--- config.mk ---
export PLATFORM = sky130hd
export DESIGN_NAME = i2c_rheo_slave
export DESIGN_NICKNAME = d
export VERILOG_FILES = /design/src/rtl/i2c_rheo_pkg.sv /design/src/rtl/i2c_line_filt.sv /design/src/rtl/i2c_bus_events.sv /design/src/rtl/i2c_addr_match.sv /design/src/rtl/i2c_rheo_slave.sv
export SDC_FILE = /design/constraint.sdc
export NUM_CORES = 1
export LEC_CHECK = 0
export BUFFER_PORTS_ARGS = -buffer_cell sky130_fd_sc_hd__buf_2
export CORE_UTILIZATION = 40
export DETAILED_ROUTE_END_ITERATION = 8
export GPL_TIMING_DRIVEN = 0
export PLACE_DENSITY_LB_ADDON = 0.15
export SLEW_MARGIN = 20
export SYNTH_ARGS = -nofsm -noshare
export SYNTH_HDL_FRONTEND = slang
export SYNTH_SLANG_ARGS = --single-unit
--- constraint.sdc ---
create_clock -name clk_i -period 2.6 [get_ports clk_i]
set_clock_uncertainty 0.05 [all_clocks]
set_input_delay 0.13 -clock clk_i [delete_from_list [all_inputs] [get_ports clk_i]]
set_output_delay 0.13 -clock clk_i [all_outputs]
set_load 0.005 [all_outputs]
--- src/rtl/i2c_rheo_pkg.sv ---
package i2c_rheo_pkg;
  localparam logic [4:0] ADDR_PREFIX = 5'b01011;

  localparam logic [1:0] STRAP_LOW  = 2'b00;
  localparam logic [1:0] STRAP_HIGH = 2'b01;

  typedef enum logic [2:0] {
    ST_IDLE,
    ST_ADDR,
    ST_ADDR_ACK,
    ST_WR,
    ST_WR_ACK,
    ST_RD,
    ST_RD_ACK,
    ST_SKIP
  } bus_st_e;
endpackage

--- src/rtl/i2c_line_filt.sv ---
module i2c_line_filt #(
  parameter int SYNC_STAGES = 2,
  parameter int FILT_LEN    = 2
) (
  input  logic clk_i,
  input  logic rst_ni,
  input  logic line_i,
  output logic line_o
);
  logic [SYNC_STAGES-1:0] sync_q;
  logic [FILT_LEN-1:0]    hist_q;

  always_ff @(posedge clk_i or negedge rst_ni) begin
    if (!rst_ni) begin
      sync_q <= '1;
      hist_q <= '1;
      line_o <= 1'b1;
    end else begin
      sync_q <= {sync_q[SYNC_STAGES-2:0], line_i};
      hist_q <= {hist_q[FILT_LEN-2:0], sync_q[SYNC_STAGES-1]};
      // output moves only when all recent samples agree
      if (&hist_q)       line_o <= 1'b1;
      else if (~|hist_q) line_o <= 1'b0;
    end
  end
endmodule

--- src/rtl/i2c_bus_events.sv ---
module i2c_bus_events (
  input  logic clk_i,
  input  logic rst_ni,
  input  logic scl_i,
  input  logic sda_i,
  output logic scl_rise_o,
  output logic scl_fall_o,
  output logic start_o,
  output logic stop_o
);
  logic scl_q, sda_q;

  always_ff @(posedge clk_i or negedge rst_ni) begin
    if (!rst_ni) begin
      scl_q <= 1'b1;
      sda_q <= 1'b1;
    end else begin
      scl_q <= scl_i;
      sda_q <= sda_i;
    end
  end

  assign scl_rise_o = !scl_q && scl_i;
  assign scl_fall_o = scl_q && !scl_i;
  assign start_o    = scl_q && scl_i && sda_q && !sda_i;
  assign stop_o     = scl_q && scl_i && !sda_q && sda_i;
endmodule

--- src/rtl/i2c_addr_match.sv ---
module i2c_addr_match
  import i2c_rheo_pkg::*;
(
  input  logic [1:0] strap_i,
  input  logic [6:0] addr_i,
  output logic       hit_o
);
  logic [1:0] low_bits;

  always_comb begin
    unique case (strap_i)
      STRAP_LOW:  low_bits = 2'b11;
      STRAP_HIGH: low_bits = 2'b00;
      default:    low_bits = 2'b10;
    endcase
  end

  assign hit_o = (addr_i == {ADDR_PREFIX, low_bits});
endmodule

--- src/rtl/i2c_rheo_slave.sv ---
module i2c_rheo_slave
  import i2c_rheo_pkg::*;
#(
  parameter int CMD_W       = 4,
  parameter int DATA_W      = 10,
  parameter int RES_BITS    = 10,
  parameter int SYNC_STAGES = 2,
  parameter int FILT_LEN    = 2
) (
  input  logic                    clk_i,
  input  logic                    rst_ni,
  input  logic                    scl_i,
  input  logic                    sda_i,
  output logic                    sda_oe_o,
  input  logic [1:0]              strap_i,
  input  logic                    busy_i,
  input  logic [15:0]             rd_word_i,
  output logic                    cmd_valid_o,
  output logic [CMD_W-1:0]        cmd_o,
  output logic [DATA_W-1:0]       data_o
);
  localparam int FIELD_W = CMD_W + DATA_W;
  localparam int HI_W    = FIELD_W - 8;
  localparam int DROP    = DATA_W - RES_BITS;

  logic scl_f, sda_f;
  logic scl_rise, scl_fall, start_e, stop_e;
  logic addr_hit;
  logic [15:0] rd_word_m;

  bus_st_e            st_q;
  logic [3:0]         bit_cnt_q;
  logic [7:0]         sh_q;
  logic [HI_W-1:0]    hi_q;
  logic [FIELD_W-1:0] word_q;
  logic [15:0]        tx_q;
  logic               byte_sel_q, rw_q, mack_q;
  logic               sda_oe_q, valid_q;
  logic               ack_drv;

  i2c_line_filt #(.SYNC_STAGES(SYNC_STAGES), .FILT_LEN(FILT_LEN)) u_scl_filt (
    .clk_i, .rst_ni, .line_i(scl_i), .line_o(scl_f)
  );
  i2c_line_filt #(.SYNC_STAGES(SYNC_STAGES), .FILT_LEN(FILT_LEN)) u_sda_filt (
    .clk_i, .rst_ni, .line_i(sda_i), .line_o(sda_f)
  );

  i2c_bus_events u_events (
    .clk_i, .rst_ni, .scl_i(scl_f), .sda_i(sda_f),
    .scl_rise_o(scl_rise), .scl_fall_o(scl_fall),
    .start_o(start_e), .stop_o(stop_e)
  );

  i2c_addr_match u_match (
    .strap_i, .addr_i(sh_q[7:1]), .hit_o(addr_hit)
  );

  generate
    if (DROP > 0) begin : g_lowres
      assign rd_word_m = {rd_word_i[15:DROP], {DROP{1'b0}}};
      assign data_o    = {word_q[DATA_W-1:DROP], {DROP{1'b0}}};
    end else begin : g_fullres
      assign rd_word_m = rd_word_i;
      assign data_o    = word_q[DATA_W-1:0];
    end
  endgenerate

  assign cmd_o       = word_q[FIELD_W-1:DATA_W];
  assign cmd_valid_o = valid_q;
  assign sda_oe_o    = sda_oe_q;
  assign ack_drv     = (st_q == ST_ADDR_ACK) || (st_q == ST_WR_ACK);

  always_ff @(posedge clk_i or negedge rst_ni) begin
    if (!rst_ni) begin
      st_q       <= ST_IDLE;
      bit_cnt_q  <= '0;
      sh_q       <= '0;
      hi_q       <= '0;
      word_q     <= '0;
      tx_q       <= '0;
      byte_sel_q <= 1'b0;
      rw_q       <= 1'b0;
      mack_q     <= 1'b0;
      sda_oe_q   <= 1'b0;
      valid_q    <= 1'b0;
    end else begin
      valid_q <= 1'b0;
      if (start_e) begin
        st_q       <= ST_ADDR;
        bit_cnt_q  <= '0;
        byte_sel_q <= 1'b0;
        sda_oe_q   <= 1'b0;
      end else if (stop_e) begin
        st_q       <= ST_IDLE;
        byte_sel_q <= 1'b0;
        sda_oe_q   <= 1'b0;
      end else begin
        unique case (st_q)
          ST_ADDR: begin
            if (scl_rise) begin
              sh_q      <= {sh_q[6:0], sda_f};
              bit_cnt_q <= bit_cnt_q + 4'd1;
            end else if (scl_fall && bit_cnt_q == 4'd8) begin
              if (addr_hit && !busy_i) begin
                sda_oe_q <= 1'b1;
                rw_q     <= sh_q[0];
                st_q     <= ST_ADDR_ACK;
              end else begin
                st_q <= ST_SKIP;
              end
            end
          end
          ST_ADDR_ACK: begin
            if (scl_fall) begin
              bit_cnt_q  <= '0;
              byte_sel_q <= 1'b0;
              if (rw_q) begin
                tx_q     <= rd_word_m;
                sda_oe_q <= !rd_word_m[15];
                st_q     <= ST_RD;
              end else begin
                sda_oe_q <= 1'b0;
                st_q     <= ST_WR;
              end
            end
          end
          ST_WR: begin
            if (scl_rise) begin
              sh_q      <= {sh_q[6:0], sda_f};
              bit_cnt_q <= bit_cnt_q + 4'd1;
            end else if (scl_fall && bit_cnt_q == 4'd8) begin
              if (busy_i) begin
                byte_sel_q <= 1'b0;
                st_q       <= ST_SKIP;
              end else begin
                sda_oe_q <= 1'b1;
                st_q     <= ST_WR_ACK;
                if (!byte_sel_q) hi_q <= sh_q[HI_W-1:0];
              end
            end
          end
          ST_WR_ACK: begin
            if (scl_fall) begin
              sda_oe_q   <= 1'b0;
              bit_cnt_q  <= '0;
              st_q       <= ST_WR;
              byte_sel_q <= !byte_sel_q;
              if (byte_sel_q) begin
                valid_q <= 1'b1;
                word_q  <= {hi_q, sh_q};
              end
            end
          end
          ST_RD: begin
            if (scl_fall) begin
              bit_cnt_q <= bit_cnt_q + 4'd1;
              tx_q      <= {tx_q[14:0], 1'b0};
              if (bit_cnt_q == 4'd7) begin
                sda_oe_q <= 1'b0;
                st_q     <= ST_RD_ACK;
              end else begin
                sda_oe_q <= !tx_q[14];
              end
            end
          end
          ST_RD_ACK: begin
            if (scl_rise) begin
              mack_q <= !sda_f;
            end else if (scl_fall) begin
              if (mack_q) begin
                bit_cnt_q  <= '0;
                byte_sel_q <= !byte_sel_q;
                st_q       <= ST_RD;
                if (byte_sel_q) begin
                  tx_q     <= rd_word_m;
                  sda_oe_q <= !rd_word_m[15];
                end else begin
                  sda_oe_q <= !tx_q[15];
                end
              end else begin
                st_q <= ST_SKIP;
              end
            end
          end
          default: ;
        endcase
      end
    end
  end
endmodule

# Word-level counts from Yosys, hierarchy flattened
# Index checks and enable logic that the tools add are counted.
# totals
out_inout_bits,16
word_cells,176
ff_bits,68
inputBits,23
# op_classes
reduce_logical,39
add_sub_neg,1
eq_ne,40
n_bitwise,5
mux,72
# ops
operator,n
16-bit two-way mux,7
4-bit inequality test (second input constant),14
16-bit one-hot mux with 3 select lines,1
3-bit two-way mux,14
1-bit two-way mux,35
4-bit two-way mux,8
3-bit one-hot mux with 6 select lines,1
2-bit inequality test (second input constant),8
4-bit one-hot mux with 4 select lines,1
13-bit AND reduction,1
3-bit inequality test (second input constant),4
11-bit AND reduction,1
10-bit AND reduction,1
3-bit equality test (second input constant),3
1-bit logical AND,9
1-bit logical NOT,9
9-bit AND reduction,1
4-bit AND reduction,2
8-bit AND reduction,1
8-bit nonzero test,1
2-bit OR reduction,4
7-bit by 6-bit equality test with 1-bit output,1
7-bit AND reduction,1
3-bit by 2-bit equality test with 1-bit output (second input constant),2
19 further kinds,27

# Logic depth before layout (Yosys ltp)
# depth
word_depth,10
depth_mapped,9
ltp_nobuf,8

# Cells and area by module
# A second synthesis with hierarchy kept.
# hier_totals
hier_cells,306
area_unflattened_um2,3235.6
# modules_own_cells
module,area_each_um2,seq_area_each_um2,cells_per_inst,instances
i2c_rheo_slave,2767.7,1401.3,280,1
i2c_line_filt,158.9,131.4,7,2
i2c_bus_events,85.1,52.6,6,1
i2c_addr_match,65.1,0.0,6,1

# Worst setup path before layout
# OpenSTA, ideal clock, no wires.
# synth_timing
path_kind,flip-flop to flip-flop
from,register st_q[2]
to,register st_q[1]
slack_ns,0.585
synth_period_minus_slack_ns,2.015
required_time_ns,2.472
arrival_ns,1.887
stages_incl_launch_ff,9
setup_time_ns,0.078
path_buffers,1
cell_sequence,dfrtp_1 > buf_2 > inv_2 > ha_1 > or4_1 > o31ai_1 > a221oi_2 > or3b_1 > a21oi_1
# synth_via
elab_chain_cells,4
elab_cells_between_ends,21
cone_classes,eq/ne (16); mux (3); reduce/logical (2)
# synth_rtl
element,line,text
"start, declared",i2c_rheo_slave.sv:31,bus_st_e st_q;
"start signal, assigned",i2c_rheo_slave.sv:75,st_q <= ST_IDLE;
"start signal, assigned",i2c_rheo_slave.sv:89,st_q <= ST_ADDR;
"start signal, assigned",i2c_rheo_slave.sv:94,st_q <= ST_IDLE;
"3-bit equality test, or another cell as far along",i2c_rheo_slave.sv:98,unique case (st_q)
3-bit one-hot mux with 6 select lines,i2c_rheo_slave.sv:98,
3-bit two-way mux,i2c_rheo_slave.sv:93,end else if (stop_e) begin
3-bit two-way mux,i2c_rheo_slave.sv:88,if (start_e) begin
# Several ways; a longest one is shown, not always the timed one.
# A chain may end at the register's enable or synchronous reset.

# Final worst setup path
# layout_timing
from,register st_q[1]
to,register hi_q[3]
# layout_via
elab_chain_cells,2
# layout_rtl
element,line,text
3-bit by 2-bit equality test with 1-bit output,i2c_rheo_slave.sv:98,
7-bit AND reduction (no line),--,
"end signal, assigned",i2c_rheo_slave.sv:138,if (!byte_sel_q) hi_q <= sh_q[HI_W-1:0];
"end, declared",i2c_rheo_slave.sv:34,logic [HI_W-1:0] hi_q;
# No other way between the ends.

==> flow_summary_export.csv <==
group,metric,value,unit
synthesis,seq_area_frac_synth,52.8,%
global_route,grt_pass1_vias,2311,
power,internal-power,2.31,mW
setup_path,path_class,"register to register",
setup_path,cp.arrival,2.51,ns
run,cap_violations,0,
global_route,grt_use_total,17.2,%
timing,setup_tns,0,ns
die,core-area,7810,sq um
placement,gp_congestion,0.860,
clocking,cts-root-buf,"clkbuf_8",
finish,nets,396,
route,vias,2468,
timing,post-route-period-util,89.7,%
synthesis,synth-seq-cells,68,
power,vdd_drop_max,421,uV
synthesis,synth_nets,342,
die,rows,32,
finish,antennaDiodeCount,0,
synthesis,avgSynthCellArea,10.4,sq um
timing,finalSetupViolCount,0,
route,wire_per_inst,14.1,microns
placement,portBuffers,38,
timing,max_freq,0.429,GHz
power,combPwrFrac,31.3,%
global_route,grt_overflow,0,
power,power_frac_seq,41.1,%
setup_path,cp_max_fo,10,
synthesis,synth_area,3250,sq um
global_route,grt_max_degree,56,
clocking,path_clk_slew,0.07,ns
clocking,cts_num_sinks,68,
power,power_density,907,nW/um^2
synthesis,synth.top_cell.area_share,43.1,%
die,die_area,8500,sq um
power,clock_power_share,27.5,%
clocking,tritoncts,"yes",
finish,drive_gt1_share,26.3,%
timing,holdWs,0.0282,ns
timing,rsz0062_at_grt,"no",
clocking,post_cts_buffers,0,
route,initialDrtViolationCount,159,
timing,slew_violations,0,
synthesis,synth_cell_types,56,
min_path,min_path_type,"input port to register",
synthesis,synthTopCellsByArea,"dfrtp_1 (43%), dfstp_2 (9.7%), nand2_1 (8.4%), mux2i_1 (5.2%), mux2_2 (4.5%)",
power,swShare,34.0,%
die,ios,39,
synthesis,synth_top_cell_by_area,"dfrtp_1",
power,switchingPower,1.19,mW
setup_path,endpoint_kind,"register",
power,p_leak,1.93,nW
route,drtAntennaViolNets,0,
die,die_x,92.2,microns
synthesis,synth-async-reset-ratio,100,%
route,dr.pass1.iters,4,
timing,worstMarginPinSlew,0.707,ns
route,drcViolationCount,0,
finish,final_cells,475,
finish,areaGrowthSynthToFinish,18.7,%
timing,period_minus_slack,2.33,ns
synthesis,ys.flop_type,"dfrtp_1",
die,initial_core_util,41.7,%
clocking,cts_buffer_depth,2,
timing,slew-limit-headroom,52.6,%
route,via_per_inst,5.20,
synthesis,syn_inst,314,
setup_path,crit_required,2.78,ns
route,drt_wl_total,6690,microns
timing,finalHoldViolCount,0,
synthesis,yosys_warnings,0,
clocking,numCtsBuffers,9,
clocking,insertion_delay,0.34,ns
global_route,grt_pass1_wl,11400,microns
setup_path,start_kind,"register",
placement,hpwl,4700,microns
placement,dp.cells,455,
synthesis,synth_edf_count,0,
clocking,htreeDepth,3,
global_route,antenna_found_initial,0,
status,status,"complete, no violations",
die,die_h,92.2,microns
[sequential cells by signal (all words and copies together) (netlist names), 2 cells and up]
name,count
u_scl_filt.hist_q,2
st_q,3
tx_q,16
u_sda_filt.sync_q,2
sh_q,8
word_q,14
bit_cnt_q,4
hi_q,6
u_scl_filt.sync_q,2
u_sda_filt.hist_q,2
[layout make-up]
| cell class | count | area (sq um) |
|---|---|---|
| buffer | 17 | 78.8 |
| inverter | 9 | 33.8 |
| clock buffer | 12 | 145 |
| clock inverter | 4 | 73.8 |
| fill | 762 | 3950 |
| tap | 102 | 128 |
| timing repair buffer | 43 | 260 |
| multi-input combinational | 220 | 1420 |
| sequential | 68 | 1720 |
[synth_stat cells, drive strengths merged (2+ instances only)]
library cell / number
nand4b: 2
o211ai: 3
a21oi: 9
nand3: 5
ha: 5
clkbuf: 5
nor2: 9
dfrtp: 56
o31ai: 6
o21ai: 30
buf: 12
mux2: 17
nand2b: 2
inv: 9
or2: 2
mux2i: 17
dfstp: 12
nor3: 5
a31oi: 3
nand4: 2
nand2: 73
a22o: 2
nor2b: 4
[routing by layer]
metal	vias up	part of all wire, %	track usage (%)
li1	1203	-	-
met1	1196	51	24.7
met2	57	44	25.1
met3	12	4.0	3.23
met4	0	1.6	7.42
met5	-	0	0
[worst max-delay path, stage by stage (launching register included)]
cell and delay (ns):
dfrtp_1 0.37, buf_2 0.25, inv_2 0.12, nor3_1 0.27, nand2_1 0.20, nor4b_4 0.57
mux2_2 0.39
[timing repair]
item / 4_1_cts / 5_1_grt
gates resized for setup: 0 / 0
hold buffers: 4 / 0
hold endpoints to repair: 59 / 0
[cells by family after synthesis]
kind of cell	share of synthesized area, %
and+or+nand+nor	17.0
muxes	11.1
AOI/OAI and AO/OA	13.4
DFF	52.8
xor gates and xnor gates	0.269
adders and majority gates	1.92
buffers and inverters	3.46
[power groups by stage]
stage | Combinational (mW) | Sequential, mW | Clock [mW]
2_1_floorplan | 0.849 | 1.41 | 0
3_3_place_gp | 1.06 | 1.45 | 0
3_5_place_dp | 1.09 | 1.46 | 0
4_1_cts | 1.10 | 1.44 | 0.997
5_1_grt | 1.25 | 1.47 | 1.04
6_report | 1.10 | 1.44 | 0.963
[cell usage in the layout, fill, tap and decap left out, types with 2 or more instances in the layout]
cell type and instances:
nand2_1 73, dfrtp_1 56, buf_2 46, o21ai_0 28
mux2i_1 17, mux2_2 13, dfstp_2 12, clkbuf_8 10
a21oi_1 9, nor2_1 8, inv_1 7, clkbuf_1 7
o31ai_1 6, nand3_1 5, ha_1 5, nor2b_1 4
mux2_1 4, dlygate4sd3_1 4, o211ai_1 3, nor3_1 3
a31oi_1 3, inv_2 2, buf_1 2, nand4_1 2
o21ai_1 2, buf_4 2, or2_1 2, nand4b_1 2
a22o_1 2, bufinv_16 2
[worst paths after layout]
kind	from	endpoint	slack (ns)	depth (start not counted)
setup / recovery	st_q[1]$_DFFE_PN0P_	hi_q[3]$_DFFE_PN0P_	0.27	6
max in group asynchronous	rst_ni	u_events.sda_q$_DFF_PN1_	1.78	3
setup reg to reg	st_q[1]$_DFFE_PN0P_	hi_q[3]$_DFFE_PN0P_	0.27	6
hold reg to reg	u_scl_filt.sync_q[0]$_DFF_PN1_	u_scl_filt.sync_q[1]$_DFF_PN1_	0.31	0
min in group asynchronous	rst_ni	word_q[9]$_DFFE_PN0P_	0.12	2
hold / removal	rd_word_i[8]	tx_q[8]$_DFFE_PN0P_	0.03	3
[through the flow]
step                      power (mW)  worst slack [ns]  instance area (sq um)  util [%]
final                           3.50             0.267                   3860      49.4
after global placement          2.52             0.334                   3570      45.7
after global routing            3.76             0.104                   3860      49.4
after detailed placement        2.54             0.320                   3600      46.1
after CTS                       3.53             0.298                   3860      49.4
after floorplan                 2.26             0.585                   3250         -
Power figures use the tool's default switching activity.
